### src/rtl/rr_arb_pkg.sv
package rr_arb_pkg;
  // Strobes sent from the control module to the grant datapath.
  typedef struct packed {
    logic clrGrant;  // drop any grant held
    logic reArb;     // take a new decision at this edge
  } arbStrobe_t;
endpackage

### src/rtl/rr_arb_ctrl.sv
module rr_arb_ctrl
  import rr_arb_pkg::*;
(
  input  logic       clk,
  input  logic       rstN,
  input  logic       satMode,
  input  logic       frameN,
  input  logic       irdyN,
  input  logic       ownerHold,
  output arbStrobe_t strobe,
  output logic       modeQ,
  output logic       blankQ
);
  logic modeChange;
  logic busIdle;

  assign modeChange = (satMode != modeQ);
  assign busIdle    = frameN & irdyN;

  always_ff @(posedge clk) begin
    if (!rstN) begin
      modeQ  <= 1'b0;
      blankQ <= 1'b0;
    end else begin
      modeQ  <= satMode;
      blankQ <= modeChange;
    end
  end

  always_comb begin
    strobe.clrGrant = blankQ | modeQ | modeChange;
    strobe.reArb    = busIdle | ~ownerHold;
  end

  // a blanking cycle always follows a sensed mode change
  a_r8_blank_follows: assert property (@(posedge clk) disable iff (!rstN)
    modeChange |=> blankQ);
endmodule

### src/rtl/rr_arb_dp.sv
module rr_arb_dp
  import rr_arb_pkg::*;
#(
  parameter int NREQ = 8
) (
  input  logic            clk,
  input  logic            rstN,
  input  arbStrobe_t      strobe,
  input  logic [NREQ-1:0] reqN,
  output logic [NREQ-1:0] gntQ,
  output logic            ownerHold
);
  localparam int PTRW = $clog2(NREQ);
  localparam logic [PTRW:0] NREQ_W = (PTRW+1)'(NREQ);
  localparam logic [NREQ-1:0] PARK_OH = {1'b1, {(NREQ-1){1'b0}}};

  logic [PTRW-1:0] ptrQ;
  logic [PTRW-1:0] pickIdx;
  logic [PTRW-1:0] nextPtr;
  logic [NREQ-1:0] pickOH;
  logic            found;
  logic [PTRW:0]   idx;

  always_comb begin
    pickOH  = '0;
    pickIdx = '0;
    found   = 1'b0;
    idx     = '0;
    for (int i = 0; i < NREQ; i++) begin
      idx = {1'b0, ptrQ} + (PTRW+1)'(i);
      if (idx >= NREQ_W) idx = idx - NREQ_W;
      if (!found && !reqN[idx[PTRW-1:0]]) begin
        found                 = 1'b1;
        pickIdx               = idx[PTRW-1:0];
        pickOH[idx[PTRW-1:0]] = 1'b1;
      end
    end
  end

  assign nextPtr   = (pickIdx == PTRW'(NREQ-1)) ? '0 : pickIdx + 1'b1;
  assign ownerHold = |(gntQ & ~reqN);

  always_ff @(posedge clk) begin
    if (!rstN) begin
      gntQ <= '0;
      ptrQ <= '0;
    end else if (strobe.clrGrant) begin
      gntQ <= '0;
    end else if (strobe.reArb) begin
      if (found) begin
        gntQ <= pickOH;
        ptrQ <= nextPtr;
      end else begin
        gntQ <= PARK_OH;
      end
    end
  end

  // an empty decision parks on the bridge
  a_r5_park: assert property (@(posedge clk) disable iff (!rstN)
    (!strobe.clrGrant && strobe.reArb && (&reqN)) |=> (gntQ == PARK_OH));
  // a decision with requests pending lands on a requester
  a_r3_to_requester: assert property (@(posedge clk) disable iff (!rstN)
    (!strobe.clrGrant && strobe.reArb && !(&reqN)) |=> |(gntQ & ~$past(reqN)));
  // no decision means the grant is held
  a_r4_hold: assert property (@(posedge clk) disable iff (!rstN)
    (!strobe.clrGrant && !strobe.reArb) |=> $stable(gntQ));
endmodule

### src/rtl/rr_bus_arbiter.sv
module rr_bus_arbiter
  import rr_arb_pkg::*;
#(
  parameter int NSLOTS = 7
) (
  input  logic              clk,
  input  logic              rstN,
  input  logic              satMode,
  input  logic [NSLOTS-1:0] slotReqN,
  input  logic              bridgeReqN,
  input  logic              frameN,
  input  logic              irdyN,
  input  logic              upGnt0N,
  output logic [NSLOTS-1:0] slotGntN,
  output logic              bridgeGntN,
  output logic              upReq0N
);
  localparam int NREQ = NSLOTS + 1;

  arbStrobe_t      strobe;
  logic            modeQ;
  logic            blankQ;
  logic            ownerHold;
  logic [NREQ-1:0] gntQ;
  logic            passOn;

  rr_arb_ctrl u_ctrl (
    .clk(clk), .rstN(rstN), .satMode(satMode), .frameN(frameN),
    .irdyN(irdyN), .ownerHold(ownerHold), .strobe(strobe),
    .modeQ(modeQ), .blankQ(blankQ)
  );

  rr_arb_dp #(.NREQ(NREQ)) u_dp (
    .clk(clk), .rstN(rstN), .strobe(strobe),
    .reqN({bridgeReqN, slotReqN}), .gntQ(gntQ), .ownerHold(ownerHold)
  );

  assign passOn     = modeQ & ~blankQ;
  assign slotGntN   = ~gntQ[NSLOTS-1:0];
  assign bridgeGntN = passOn ? upGnt0N : ~gntQ[NREQ-1];
  assign upReq0N    = passOn ? bridgeReqN : 1'b1;

  // one grant at most
  a_r2_onehot: assert property (@(posedge clk) disable iff (!rstN)
    $onehot0(~{bridgeGntN, slotGntN}));
  // satellite mode never grants a slot
  a_r7_no_slot_grant: assert property (@(posedge clk) disable iff (!rstN)
    modeQ |-> (&slotGntN));
  // everything released in the cycle after a sensed mode change
  a_r8_gap: assert property (@(posedge clk) disable iff (!rstN)
    (satMode != modeQ) |=> ((&slotGntN) && bridgeGntN && upReq0N));
endmodule

### config.mk
export PLATFORM = sky130hd
export DESIGN_NAME = rr_bus_arbiter
export DESIGN_NICKNAME = d
export VERILOG_FILES = /design/src/rtl/rr_arb_pkg.sv /design/src/rtl/rr_arb_ctrl.sv /design/src/rtl/rr_arb_dp.sv /design/src/rtl/rr_bus_arbiter.sv
export SDC_FILE = /design/constraint.sdc
export NUM_CORES = 1
export LEC_CHECK = 0
export ABC_CLOCK_PERIOD_IN_PS = 4620
export CORE_MARGIN = 2
export CORE_UTILIZATION = 40
export CTS_CLUSTER_SIZE = 20
export DETAILED_ROUTE_END_ITERATION = 6
export HOLD_SLACK_MARGIN = 0.15
export PLACE_DENSITY = 0.65
export SLEW_MARGIN = 30
export SYNTH_ARGS = -nofsm -noshare
export SYNTH_HDL_FRONTEND = slang
export SYNTH_SLANG_ARGS = --single-unit
### constraint.sdc
create_clock -name clk -period 4.62 [get_ports clk]
set_clock_uncertainty 0.1 [all_clocks]
set_input_delay 0.924 -clock clk [delete_from_list [all_inputs] [get_ports clk]]
set_output_delay 0.924 -clock clk [all_outputs]
set_load 0.01 [all_outputs]
==> metrics.txt, run 1 <==
Skew-Pair Late Insertion Delay 0.24 ns; layout cell share with drive strength beyond 1 11.7%; cell-internal power 684 µW; Cells after Synth 259; Hold WS approximately 0.37 ns; Seq cells post-synth 13; Max VDD drop 0.227 mV; Fin. Hold Viols 0; starting DRC count in detailed routing 348; minimum clock period 4.05 ns; final WL 6030 µm; CTS Hold Bufs 0; port buffer count 22; DR pass1 iterations 5; per-cell routed wire length 17.7 µm; number of H-tree levels 1; RSZ-0062 raised after global routing no; required time worst endpoint 4.67 ns; Sw Ratio 56.0%; Total Nets Final 297; Post-Route Setup TNS 0 ns; initial antenna violation count 0; Post-synth EDFFs 0; post-CTS setup buffers 0; crit-path max cell delay approximately 0.6 ns; clk root buf clkbuf_8; Synth async-reset ratio 0%; crit-path cells clkdlybuf4s50_1 > mux2_1 > mux4_2 > and3b_1 > and4_4 > o21ai_0 > o311ai_0 > ha_1 > ha_1 > o41ai_2; Clk pwr share 6.5%; # diodes 0; Initial Util between 40% and 50%; Die H 74.9 µm; clock buffer depth 2; Seq pwr share 10.1%; via count of the first global-routing pass 1886; FF/Latch Area approximately 260 µm²; first-pass GRT wire length 9670 µm; worst-margin pin slew 0.625 ns; Clock Sink Count 13; fin crit share 87.6%; Critical Path AT about 4.1 ns; full die area around 5600 µm²; Top FF cell, synth dfxtp_1; Max-Cap Viols 0; Bufs and invs on worst path 1; DRC errors left 0; Rows 25; Critical-path top delay cell mux4_2; Area Overhead vs Synth 14.0%; status finished clean; Final ANT Viol Nets 0; synth unique cells 65; Pwr per Cell Area 679 nW/µm²; via density per instance 6.43; largest net degree at the start of global routing 44; Final Setup Violations 0; Ys Warns 0; CP most frequent cell ha_1; area of the multi-input gates ~1600 µm²; Mapped Area 2010 µm²; Leakage Power between 0.0007 and 0.0008 µW; IO Count 23; CP Capture Type flop; Mapped Avg Cell Area between 7 and 8 µm²; Die Wd about 75 µm; Max FO, Critical Path 10; clk slew on worst S/H paths 0.05 ns; total CTS buffers 3; Pwr Total 1560 µW; Setup Crit Path Kind input port to flop; Vias 2194; HPWL after detailed placement approximately 4600 µm; r2r setup slk around 0.62 ns; Max Freq 247 MHz; Syn Nets 281; worst hold path class flop to flop; net switching power 871 µW; CTS tree done; CP top delay family multiplexers; grt total ovfl 0; normalized max-slew margin slightly below 60%; routability cong. 0.932; pins over their slew limit 0; Seq/Total Area, Yosys 13.0%; Core Region 4790 µm²; post-cts resize count 0; Fill cells 505; CP Launch Type input port; Comb power frac 83.3%; All-Layer GR Usage between 20% and 30%
[routing by layer]
metal | share of wire, % | GRT usage, % | wire length [µm] | up-vias
met4 | 0.91 | 3.97 | 55 | 0
met2 | 46 | 35.1 | 2790 | 114
met3 | 8.0 | 4.69 | 482 | 8
met5 | 0 | 0 | 0 | -
met1 | 45 | 32.2 | 2700 | 1042
li1 | - | - | - | 1030
[cell type report]
class | instances | share of cell area [%]
multi-input combinational | 212 | 68.7
timing repair buffer | 28 | 11.6
sequential | 13 | 11.4
tap | 67 | 3.66
inverter | 17 | 2.79
clock buffer | 4 | 1.97
[power groups by stage]
stage / registers (µW) / clock network (µW) / logic, µW
floorplan: 151 / 0 / 1000
global placement: 159 / 0 / 1270
detailed placement: 160 / 0 / 1260
CTS: 158 / 105 / 1270
global route: 160 / 110 / 1420
finish: 157 / 102 / 1300
[cell usage after synthesis, types with 2 or more instances]
library cell,n,area [µm²]
buf_4,2,15.0
buf_6,3,33.8
inv_1,14,52.6
mux4_2,8,180
xnor2_1,2,17.5
mux2_1,4,45.0
o31ai_1,5,37.5
nand2_1,28,105
o221ai_1,2,17.5
nor3_1,7,35.0
o21ai_0,14,70.1
mux2i_1,14,140
dfxtp_1,13,260
clkbuf_1,9,33.8
o211ai_1,5,37.5
inv_2,2,7.51
nand2b_1,4,25.0
a211oi_1,4,30.0
or3_1,2,12.5
a21oi_1,17,85.1
a221o_1,4,40.0
buf_2,2,10.0
a31oi_1,6,37.5
o22ai_1,8,50.1
or2_2,2,12.5
nor2_1,15,56.3
nor4_1,3,18.8
ha_1,8,100
nand3_1,12,60.1
o311ai_0,3,26.3
nand4_1,2,12.5
and2_1,2,12.5
[logic make-up (layout without fill, tap and decap cells)]
family,after synthesis,after routing,share of synthesized area (%)
muxes,27,27,18.7
DFF,13,13,13.0
xor gates and xnor gates,5,5,2.93
adders and majority gates,8,8,4.98
buffers and inverters,34,49,8.78
AOI/OAI and AO/OA,87,87,30.7
and+or+nand+nor,85,85,20.9
[worst reg2reg max path, stage by stage, from the launching register on]
cell	delay (ns)
dfxtp_1	0.33
clkinv_1	0.29
ha_1	0.59
buf_4	0.32
mux2i_1	0.31
mux2i_1	0.14
o221ai_2	0.43
or3_4	0.31
o21ai_0	0.11
o21ai_0	0.08
o311ai_0	0.16
ha_1	0.23
ha_1	0.18
o41ai_2	0.31
[cells in the final DEF, fill, tap and decap left out, types with 5 or more instances in the layout]
master | Yosys | layout
mux2i_1 | 14 | 14
o211ai_1 | 5 | 5
nor2_1 | 15 | 15
a31oi_1 | 6 | 6
ha_1 | 8 | 8
mux4_2 | 8 | 8
a21oi_1 | 17 | 17
buf_4 | 2 | 6
dfxtp_1 | 13 | 13
clkdlybuf4s50_1 | 0 | 22
o21ai_0 | 14 | 14
nand3_1 | 12 | 12
inv_1 | 14 | 14
nor3_1 | 7 | 7
o31ai_1 | 5 | 5
nand2_1 | 28 | 28
o22ai_1 | 8 | 8
[registers in the layout, summed over array words and instances, names as in the netlist]
signal and count:
u_dp.ptrQ 3, u_ctrl.modeQ 1, u_dp.gntQ 8, u_ctrl.blankQ 1
[stage by stage]
step | instance area (µm²) | utilization (%) | instances | setup WS, ns
6_report | 2290 | 47.9 | 341 | 0.573
5_1_grt | 2290 | 47.9 | 341 | 0.301
4_1_cts | 2290 | 47.9 | 341 | 0.595
3_5_place_dp | 2250 | 46.9 | 337 | 0.345
3_3_place_gp | 2250 | 46.9 | 337 | 0.451
2_1_floorplan | 2010 | - | 259 | 0.462
[path summary, 6_finish.rpt]
kind,startpoint,cells past startpoint,end
setup / recovery,bridgeReqN,10,u_dp.ptrQ[0]$_SDFFE_PN0P_
hold reg to reg,u_dp.gntQ[5]$_SDFFE_PP0N_,2,u_dp.gntQ[5]$_SDFFE_PP0N_
setup reg to reg,u_dp.ptrQ[0]$_SDFFE_PN0P_,13,u_dp.ptrQ[0]$_SDFFE_PN0P_
hold / removal,u_dp.gntQ[5]$_SDFFE_PP0N_,2,u_dp.gntQ[5]$_SDFFE_PP0N_
Note: power is estimated with default switching activity, not from simulation.
==> inputs of run 2 (changes only) <==
Settings changed: GPL_TIMING_DRIVEN set to 0.
==> run 2 against run 1 <==
- sequential share of layout area shrank 0.35 points
- first-iteration DRC count shrank 39%
- final area grew 3.2%
- total power grew 2.9%
- critical path type is now flop to flop
- largest cell class unchanged
- final cell count grew 2.9%
- sequential power shrank 3%
==> metrics.txt, run 2 (synthesis gave the netlist of run 1 again) <==
Setup Crit Path Kind flop to flop; biggest regs u_dp.gntQ (8), u_dp.ptrQ (3); CP top delay family buffers and inverters; CTS tree done; Critical-path top delay cell mux4_2; Final ANT Viol Nets 0; clk slew on worst S/H paths 0.06 ns; crit-path max cell delay 0.60 ns; largest net degree at the start of global routing 11; commonest non-fill, non-tap cell in the layout nand2_1; Initial Util 42.0%; first-pass GRT wire length 9980 µm; Max VDD drop 0.231 mV; Core Region 4790 µm²; HPWL after detailed placement 4840 µm; Reg with most FFs u_dp.gntQ; pins over their slew limit 0; starting DRC count in detailed routing 214; crit-path cells buf_6 > buf_12 > clkbuf_2 > inv_4 > ha_1 > buf_4 > mux4_2 > mux2_2 > and3b_1 > buf_2 > and4_4 > o21ai_0 > o311ai_0 > ha_1 > ha_1 > o41ai_2; post-CTS setup buffers 0; Skew-Pair Late Insertion Delay around 0.25 ns; Max-Cap Viols 0; full die area 5610 µm²; CP Launch Type flop; grt total ovfl 0; Critical Path AT 4.38 ns; worst hold path class flop to flop; FF/Latch Area 260 µm²; CP most frequent cell ha_1; area of the multi-input gates 1580 µm²; Fin. Hold Viols 0; per-cell routed wire length 17.6 µm; Fill cells 482; # diodes 0; Leakage Power 0.000797 µW; IO Count 23; CTS Hold Bufs 0; Clock Sink Count 13; DR pass1 iterations 4; required time worst endpoint 4.67 ns; Max FO, Critical Path 10; Bufs and invs on worst path 6; Pwr per Cell Area 677 nW/µm²; worst hold path cell count 2; RSZ-0062 raised after global routing no; post-cts resize count 2; via count of the first global-routing pass between 1.5k and 2k; Max Freq 231 MHz; max FFs per register 8; DRC errors left 0; Final Setup Violations 0; reg2reg path depth 16; clk root buf clkbuf_8; fin crit share 93.6%; clock buffer depth 2; Hold WS around 0.37 ns; number of H-tree levels 1; Critical Path Stages 16; CP Capture Type flop; Die Wd 74.9 µm; port buffer count 22; worst-margin pin slew 0.727 ns; commonest cells after routing, fill and taps aside 28 x nand2_1, 22 x clkdlybuf4s50_1, 17 x a21oi_1; All-Layer GR Usage roughly a quarter; Post-Route Setup TNS 0 ns; Vias 2248; Area Overhead vs Synth 17.6%; minimum clock period 4.33 ns; status finished clean; final WL 6160 µm; Die H around 75 µm; Rows 25; Total Nets Final ~310; initial antenna violation count 0; routability cong. 0.920; total CTS buffers 3; via density per instance approximately 6.4; layout cell share with drive strength beyond 1 13.0%; normalized max-slew margin 50.9%
[run 2: changes by cell type in the layout (fill, tap and decap cells not counted), sizes merged]
cell,delta
buf,+2
clkbuf,+8
clkinv,-1
inv,+1
[run 2: worst paths after layout]
path / slack [ns] / endpoint / startpoint
worst max-delay path: 0.29 / u_dp.ptrQ[0]$_SDFFE_PN0P_ / u_dp.ptrQ[0]$_SDFFE_PN0P_
worst min-delay path: 0.37 / u_dp.gntQ[5]$_SDFFE_PP0N_ / u_dp.gntQ[5]$_SDFFE_PP0N_
worst max register to register: 0.29 / u_dp.ptrQ[0]$_SDFFE_PN0P_ / u_dp.ptrQ[0]$_SDFFE_PN0P_
worst min register to register: 0.37 / u_dp.gntQ[5]$_SDFFE_PP0N_ / u_dp.gntQ[5]$_SDFFE_PP0N_
[run 2: final cells by class]
cell class / instances / area share (%)
Timing Repair Buffer: 22 / 9.32
Inverter: 17 / 2.81
Buffer: 16 / 4.66
Clock buffer: 4 / 1.91
Tap cell: 67 / 3.55
Sequential cell: 13 / 11.0
Multi-Input combinational cell: 212 / 66.8
[run 2: layer usage]
metal | share of wire [%] | wire length, µm | global-route usage, % | vias up
met4 | 2.1 | 131 | 4.96 | 0
li1 | - | - | - | 1050
met2 | 45 | 2790 | 37.9 | 122
met5 | 0 | 0 | 0 | -
met3 | 7.6 | 466 | 3.75 | 12
met1 | 45 | 2780 | 32.6 | 1064
[run 2: through the flow]
step	total power, µW	instance area (µm²)	worst slack (ns)	utilization, %	instances
2_1_floorplan	1150	2010	0.462	-	259
3_3_place_gp	1450	2310	-0.230	48.3	348
3_5_place_dp	1460	2310	-0.276	48.3	348
4_1_cts	1570	2360	0.110	49.3	352
5_1_grt	1730	2360	0.0873	49.4	351
6_report	1600	2360	0.295	49.4	351
[run 2: worst reg2reg max path, cell delays in order, from the launching register on]
cell and delay, ns:
dfxtp_1 0.35, buf_6 0.16, buf_12 0.14, clkbuf_2 0.27, inv_4 0.11, ha_1 0.30, buf_4 0.16, mux4_2 0.60
mux2_2 0.35, and3b_1 0.17, buf_2 0.16, and4_4 0.22, o21ai_0 0.17, o311ai_0 0.20, ha_1 0.25, ha_1 0.19
o41ai_2 0.33
[run 2: where the power goes]
| part | switching, µW | internal (µW) | leakage [µW] |
|---|---|---|---|
| sequential | 16.7 | 136 | 0.000106 |
| combinational | 819 | 523 | 0.000668 |
| clock | 44.3 | 61.1 | 0.0000228 |
| total | 880 | 720 | 0.000797 |
